### src/rtl/supv_reset_pkg.sv
package supv_reset_pkg;

  // State of the shared hold timer: the reset line is either held or let go.
  typedef enum logic {
    HT_RELEASED = 1'b0,
    HT_HELD     = 1'b1
  } hold_state_e;

  // Asynchronous inputs as seen after the synchroniser, in active-high form.
  typedef struct packed {
    logic rtc_ok;
    logic pressed;
  } cause_bits_t;

  localparam int unsigned CAUSE_BITS = $bits(cause_bits_t);

  // Values the synchronised bits take during reset: RTC not yet good, no press.
  localparam cause_bits_t CAUSE_RST_VAL = '{rtc_ok: 1'b0, pressed: 1'b0};

endpackage

### src/rtl/supv_rst_sync.sv
// Reset synchroniser: asserts asynchronously, releases after STAGES clock edges.
module supv_rst_sync #(
  parameter int unsigned STAGES = 2
) (
  input  logic clk,
  input  logic arst_n,
  output logic rst_n_o
);

  logic [STAGES-1:0] chain_q;
  logic [STAGES-1:0] chain_d;

  generate
    if (STAGES == 1) begin : g_single
      always_comb chain_d = 1'b1;
    end else begin : g_multi
      always_comb chain_d = {chain_q[STAGES-2:0], 1'b1};
    end
  endgenerate

  always_ff @(posedge clk or negedge arst_n) begin
    if (!arst_n) begin
      chain_q <= '0;
    end else begin
      chain_q <= chain_d;
    end
  end

  assign rst_n_o = chain_q[STAGES-1];

endmodule

### src/rtl/supv_bit_sync.sv
// Multi-bit level synchroniser; each bit is independent, reset to RST_VAL.
module supv_bit_sync #(
  parameter int unsigned            WIDTH   = 2,
  parameter int unsigned            STAGES  = 2,
  parameter logic [WIDTH-1:0]       RST_VAL = '0
) (
  input  logic             clk,
  input  logic             rst_n,
  input  logic [WIDTH-1:0] async_i,
  output logic [WIDTH-1:0] sync_o
);

  logic [STAGES-1:0][WIDTH-1:0] stage_q;
  logic [STAGES-1:0][WIDTH-1:0] stage_d;

  generate
    for (genvar s = 0; s < STAGES; s++) begin : g_stage
      if (s == 0) begin : g_first
        always_comb stage_d[s] = async_i;
      end else begin : g_next
        always_comb stage_d[s] = stage_q[s-1];
      end
    end
  endgenerate

  always_ff @(posedge clk or negedge rst_n) begin
    if (!rst_n) begin
      stage_q <= {STAGES{RST_VAL}};
    end else begin
      stage_q <= stage_d;
    end
  end

  assign sync_o = stage_q[STAGES-1];

endmodule

### src/rtl/supv_debounce.sv
// Level filter: a new level is taken only after FILT_CYCLES consecutive
// samples that differ from the current level. Any return to the current
// level restarts the count. A one-cycle pulse marks each accepted rise.
module supv_debounce #(
  parameter int unsigned FILT_CYCLES = 30000
) (
  input  logic clk,
  input  logic rst_n,
  input  logic sample_i,
  output logic level_o,
  output logic rise_o
);

  localparam int unsigned CNT_W = (FILT_CYCLES < 2) ? 1 : $clog2(FILT_CYCLES);
  localparam logic [CNT_W-1:0] CNT_LAST = CNT_W'(FILT_CYCLES - 1);

  logic [CNT_W-1:0] cnt_q, cnt_d;
  logic             level_q, level_d;
  logic             rise_q, rise_d;
  logic             differs;
  logic             cnt_done;
  logic             cnt_en;

  always_comb begin
    differs  = (sample_i != level_q);
    cnt_done = (cnt_q == CNT_LAST);
    // The counter register is only written while a change is pending or must be cleared.
    cnt_en   = differs || (cnt_q != '0);
  end

  always_comb begin
    cnt_d   = cnt_q;
    level_d = level_q;
    rise_d  = 1'b0;
    if (!differs) begin
      cnt_d = '0;
    end else if (cnt_done) begin
      cnt_d   = '0;
      level_d = sample_i;
      rise_d  = sample_i;
    end else begin
      cnt_d = cnt_q + CNT_W'(1);
    end
  end

  always_ff @(posedge clk or negedge rst_n) begin
    if (!rst_n) begin
      cnt_q <= '0;
    end else if (cnt_en) begin
      cnt_q <= cnt_d;
    end
  end

  always_ff @(posedge clk or negedge rst_n) begin
    if (!rst_n) begin
      level_q <= 1'b0;
      rise_q  <= 1'b0;
    end else begin
      level_q <= level_d;
      rise_q  <= rise_d;
    end
  end

  assign level_o = level_q;
  assign rise_o  = rise_q;

endmodule

### src/rtl/supv_hold_timer.sv
// Shared hold timer: held while any cause is present, and let go only after
// hold_i consecutive cycles with no cause (0 counts as 1).
module supv_hold_timer
  import supv_reset_pkg::*;
#(
  parameter int unsigned HOLD_W = 24
) (
  input  logic              clk,
  input  logic              rst_n,
  input  logic              cause_i,
  input  logic [HOLD_W-1:0] hold_i,
  output logic              held_o
);

  hold_state_e       st_q, st_d;
  logic [HOLD_W-1:0] cnt_q, cnt_d;
  logic [HOLD_W-1:0] last_cnt;
  logic              cnt_en;

  always_comb begin
    last_cnt = (hold_i == '0) ? '0 : (hold_i - HOLD_W'(1));
    cnt_en   = cause_i || (st_q == HT_HELD);
  end

  always_comb begin
    st_d  = st_q;
    cnt_d = cnt_q;
    if (cause_i) begin
      st_d  = HT_HELD;
      cnt_d = '0;
    end else if (st_q == HT_HELD) begin
      if (cnt_q >= last_cnt) begin
        st_d  = HT_RELEASED;
        cnt_d = '0;
      end else begin
        cnt_d = cnt_q + HOLD_W'(1);
      end
    end
  end

  always_ff @(posedge clk or negedge rst_n) begin
    if (!rst_n) begin
      st_q <= HT_HELD;
    end else begin
      st_q <= st_d;
    end
  end

  always_ff @(posedge clk or negedge rst_n) begin
    if (!rst_n) begin
      cnt_q <= '0;
    end else if (cnt_en) begin
      cnt_q <= cnt_d;
    end
  end

  assign held_o = (st_q == HT_HELD);

endmodule

### src/rtl/supv_reset_gen.sv
// Supervisory reset generator: RTC power-good and a filtered hot-reset push
// input share one hold timer that drives an open-drain reset enable.
module supv_reset_gen
  import supv_reset_pkg::*;
#(
  parameter int unsigned FILT_CYCLES = 30000,
  parameter int unsigned HOLD_W      = 24,
  parameter int unsigned SYNC_STAGES = 2
) (
  input  logic              clk,
  input  logic              por_n,
  input  logic              rtc_good,
  input  logic              hot_rst_n,
  input  logic [HOLD_W-1:0] hold_cycles,
  output logic              rst_out_od,
  output logic              hot_rst_pulse
);

  logic        rst_n_int;
  cause_bits_t cause_raw;
  cause_bits_t cause_sync;
  logic        rtc_ok_s;
  logic        press_s;
  logic        press_lvl;
  logic        any_cause;
  logic        held;

  supv_rst_sync #(
    .STAGES (SYNC_STAGES)
  ) u_rst_sync (
    .clk     (clk),
    .arst_n  (por_n),
    .rst_n_o (rst_n_int)
  );

  always_comb begin
    cause_raw.rtc_ok  = rtc_good;
    cause_raw.pressed = ~hot_rst_n;
  end

  supv_bit_sync #(
    .WIDTH   (CAUSE_BITS),
    .STAGES  (SYNC_STAGES),
    .RST_VAL (CAUSE_RST_VAL)
  ) u_in_sync (
    .clk     (clk),
    .rst_n   (rst_n_int),
    .async_i (cause_raw),
    .sync_o  (cause_sync)
  );

  assign rtc_ok_s = cause_sync.rtc_ok;
  assign press_s  = cause_sync.pressed;

  supv_debounce #(
    .FILT_CYCLES (FILT_CYCLES)
  ) u_debounce (
    .clk      (clk),
    .rst_n    (rst_n_int),
    .sample_i (press_s),
    .level_o  (press_lvl),
    .rise_o   (hot_rst_pulse)
  );

  assign any_cause = (~rtc_ok_s) | press_lvl;

  supv_hold_timer #(
    .HOLD_W (HOLD_W)
  ) u_hold (
    .clk     (clk),
    .rst_n   (rst_n_int),
    .cause_i (any_cause),
    .hold_i  (hold_cycles),
    .held_o  (held)
  );

  // The line is pulled while the power-on reset is low, without a clock edge.
  assign rst_out_od = held | ~por_n;

endmodule

### config.mk
export PLATFORM = sky130hd
export DESIGN_NAME = supv_reset_gen
export DESIGN_NICKNAME = d
export VERILOG_FILES = /design/src/rtl/supv_reset_pkg.sv /design/src/rtl/supv_rst_sync.sv /design/src/rtl/supv_bit_sync.sv /design/src/rtl/supv_debounce.sv /design/src/rtl/supv_hold_timer.sv /design/src/rtl/supv_reset_gen.sv
export SDC_FILE = /design/constraint.sdc
export NUM_CORES = 1
export LEC_CHECK = 0
export BUFFER_PORTS_ARGS = -buffer_cell sky130_fd_sc_hd__buf_2
export CAP_MARGIN = 10
export CORE_MARGIN = 8
export CORE_UTILIZATION = 30
export DETAILED_ROUTE_END_ITERATION = 8
export PLACE_DENSITY = 0.56
export SETUP_SLACK_MARGIN = 0.5
export SYNTH_ARGS = -nofsm -noshare
export SYNTH_HDL_FRONTEND = slang
export SYNTH_SLANG_ARGS = --single-unit
### constraint.sdc
create_clock -name clk -period 1.9 [get_ports clk]
set_input_delay 0.38 -clock clk [delete_from_list [all_inputs] [get_ports clk]]
set_output_delay 0.38 -clock clk [all_outputs]
set_load 0.05 [all_outputs]
==> summary.txt <==
Cells and area
  • Design area: 0.00545 mm²
  • Fillers: 1,077
  • Ant. Diodes: 0
  • Sequential cell area: 0.00120 mm²
  • Area of the multi-input gates: 0.00267 mm²
  • Share of post-route cells with drive strength above 1: 0.439
  • Final nets: 616
  • Final non-filler cell total: 703
  • Area growth syn-to-layout: 53.9%

GRT
  • Vias in the first global route: 3,565
  • Initial antenna violation count: 0
  • Largest net degree at the start of global routing: 47
  • GRT overflow: 0
  • First-pass GRT wire length: 16,900 µm
  • GRT Total Usage: 0.126

Worst hold path
  • Hold EP: u_in_sync.stage_d[3]$_DFF_PN0_
  • Min-delay src: rtc_good
  • Hold depth: 1
  • Worst hold path class: input pin to flip-flop

Status
  • Failing checks: negative setup slack
  • Status: finished, violations left

Critical path
  • R2R Path Start: u_hold.cnt_q[0]$_DFFE_PN0P_
  • Reg-to-reg endpoint: u_hold.cnt_q[5]$_DFFE_PN0P_
  • Slowest cell on crit path: or4_4
  • Worst path top cell family by delay: simple AND/OR/NAND/NOR gates
  • CP bufs+invs: 3
  • Critical path capture point type: flip-flop
  • Worst R2R Path Depth: 10
  • Critical Path AT: 3670 ps
  • Startpoint types: input pin
  • Crit Path Class: input pin to flip-flop
  • Max incr delay on CP: 560 ps
  • CP cell instances: buf_6 > or4_4 > and4bb_2 > and3_4 > nand2_2 > xnor2_1 > nand2_1 > ha_4 > nand4_4 > buf_12 > nor4_4 > nand2_2 > o2111a_2 > buf_6 > and2_4 > mux2_4
  • WP data required: 2070 ps
  • CP max FO: 4
  • Reg2reg setup slack: -570 ps

CTS
  • Clk Tree Root Cell: clkbuf_16
  • Clk_lat worst skew: 280 ps
  • Clock Sinks: 48
  • H-tree levels: 2
  • Inserted Clock Buffers: 5
  • Clock tree buffer depth: 2
  • CTS tree: built
  • Clock-pin transition on the worst setup and hold timing paths: 60 ps

Pwr
  • Clock power share: 0.346
  • Comb pwr share: 0.224
  • Total power draw: 0.00257 W
  • Pleak: 2.50 nW
  • Internal Power: 0.00189 W
  • Sw frac: 0.264
  • Flop pwr share: 0.430
  • Power density over the cells: 471 mW/mm²
  • Switching pwr: 0.000680 W
  • VDD IR max: 0.494 mV

Detailed routing
  • Drc violations: 0
  • Via density: 4.97
  • Post-Route WL: 10,100 µm
  • DR vias: 3,495
  • DRT antenna net count: 0
  • Wire length per cell: 14.4 µm
  • Initial DRC Count: 127
  • Pre-antenna DRT Iters: 4

Synth
  • FF+latch count, synth: 48
  • Synthesized area per cell: 8.66 µm²
  • Post-synth EDFFs: 0
  • Unique masters post-synth: 61
  • Syn Nets: 466
  • Area leader, netlist: dfrtp_1
  • Yosys Warn Count: 0
  • Syn Inst Count: 409
  • Synth Cell Area: 0.00354 mm²
  • Ys flop type: dfrtp_1
  • Register area share after synthesis: 0.339
  • Share of the synthesized area in the top cell type: 0.332
  • Post-synthesis async set-or-reset flop share: 1.00
  • Top cells by area, synth: dfrtp_1 33%, ha_1 10%, nand2_1 6.1%

STA
  • Fin. Hold Viols: 0
  • Min cycle time layout: 3500 ps
  • RSZ-0062 raised after global routing: yes
  • Worst setup margin: -1600 ps
  • Final worst path period share: 1.84
  • Worst Clk Skew: 4.73 ps
  • Final Max Slew Viols: 0
  • Final setup vio count: 25
  • Fmax: 0.286 GHz

Die
  • Die height: 125 µm
  • FP Rows: 39
  • Initial Util: 0.309
  • Total die area: 0.0155 mm²
  • IO Count: 30
  • Core box area: 0.0115 mm²
  • Die width: 125 µm

Place
  • DP Area: 0.00467 mm²
  • GP Congestion: 0.877
  • Buffers added on ports: 29
  • Number of instances in the placed design: 670
  • Hpwl dp: 7270 µm

Flow run
  • Max Cap Violations: 0
[flip-flops by register name, summed over array words and instances, names as in the netlist]
register and count:
u_debounce.cnt_q 15, u_in_sync.sync_o 2, u_hold.held_o 1, u_in_sync.stage_d 2, u_debounce.level_o 1, u_rst_sync.chain_q 2, u_hold.cnt_q 24, u_debounce.rise_o 1
[cells by family (layout without fill, tap and decap cells)]
group                      count (synthesis)  after routing  synth area share
AOI/OAI and AO/OA                         77             77             0.156
xor gates and xnor gates                  32             32            0.0791
adders and majority gates                 29             29             0.102
buffers and inverters                     25            176            0.0321
DFF                                       48             48             0.339
muxes                                      5              5            0.0152
other                                      1              1           0.00106
and+or+nand+nor                          192            192             0.274
[layout by cell type (no fill, tap or decap), drive strengths merged, types with 2 or more instances in the layout]
cell,synthesis,final
buf,4,149
nand2,59,59
dfrtp,47,47
nor2,41,41
ha,29,29
o21ai,23,23
xor2,22,22
a21oi,22,22
nand3,21,21
inv,18,18
nor3,15,15
nand4,13,13
nor4,11,11
xnor2,10,10
a21o,9,9
clkbuf,3,8
or3,7,7
and3,6,6
or4,4,4
o31ai,3,3
nand2b,3,3
a21bo,3,3
a22o,3,3
mux2,3,3
o211ai,2,2
o2111ai,2,2
mux2i,2,2
nand3b,2,2
nor4b,2,2
and2,2,2
[final cells by class]
type,instances,area share
timing repair buffer,150,0.216
tap,143,0.0328
sequential,48,0.221
clock buffer,8,0.0269
multi-input combinational,336,0.490
inverter,18,0.0133
[metrics by stage]
stage | worst slack, ps | hold slack (ps) | utilization | TNS (ps)
5_1_grt | -1690 | 198 | 0.475 | -40310
3_3_place_gp | -1810 | 172 | 0.408 | -42620
6_report | -1600 | 203 | 0.475 | -37430
2_1_floorplan | -1490 | 84.4 | - | -32810
4_1_cts | -1450 | 192 | 0.451 | -34340
3_5_place_dp | -1870 | 176 | 0.408 | -43700
[routing by layer]
metal / wire length, µm / vias up / share of wire / track usage
li1: - / 1758 / - / -
met1: 4690 / 1676 / 0.46 / 0.160
met2: 5020 / 54 / 0.50 / 0.215
met3: 288 / 7 / 0.028 / 0.0217
met4: 115 / 0 / 0.011 / 0.0333
met5: 0 / - / 0 / 0
[synthesized netlist by cell type, types with 2 or more instances]
cell / instances
a21bo_2: 3
a21o_1: 9
a21oi_1: 20
a22o_1: 3
and2_1: 2
and3_1: 6
buf_6: 2
clkbuf_1: 3
dfrtp_1: 47
ha_1: 29
inv_1: 18
mux2_2: 3
mux2i_1: 2
nand2_1: 58
nand2b_1: 3
nand3_1: 21
nand3b_1: 2
nand4_1: 11
nand4_2: 2
nor2_1: 40
nor3_1: 15
nor4_1: 9
nor4b_1: 2
o211ai_1: 2
o21ai_0: 21
o31ai_1: 3
or3_1: 7
or4_1: 3
xnor2_1: 10
xor2_1: 22
[power groups by stage]
stage                     sequential, W  combinational [W]  clock [W]
final                           0.00110           0.000576   0.000890
after global routing            0.00111           0.000636   0.000965
after CTS                       0.00110           0.000532   0.000920
after detailed placement        0.00111           0.000424          0
after global placement          0.00111           0.000410          0
after floorplan                 0.00112           0.000226          0
[worst max path at each step]
stage                    from                      endpoint  slack [ps]  cells after the start
6_report       hold_cycles[9]  u_hold.cnt_q[10]$_DFFE_PN0P_       -1600                     16
3_3_place_gp   hold_cycles[9]  u_hold.cnt_q[23]$_DFFE_PN0P_       -1810                     16
3_5_place_dp   hold_cycles[9]  u_hold.cnt_q[23]$_DFFE_PN0P_       -1870                     16
5_1_grt        hold_cycles[9]  u_hold.cnt_q[10]$_DFFE_PN0P_       -1690                     16
4_1_cts        hold_cycles[9]  u_hold.cnt_q[10]$_DFFE_PN0P_       -1450                     16
2_1_floorplan  hold_cycles[9]  u_hold.cnt_q[10]$_DFFE_PN0P_       -1490                     14
[repair_timing]
| item | in CTS | in global routing |
|---|---|---|
| endpoints found under the hold margin | 2 | 0 |
| buffers inserted | 14 | 8 |
| gates cloned | 0 | 2 |
| endpoints found under the setup margin | 43 | 43 |
| resized for setup | 53 | 51 |
| pin swaps | 11 | 19 |
| hold buffers | 1 | 0 |
No activity file was read; power rests on OpenSTA's default activity.
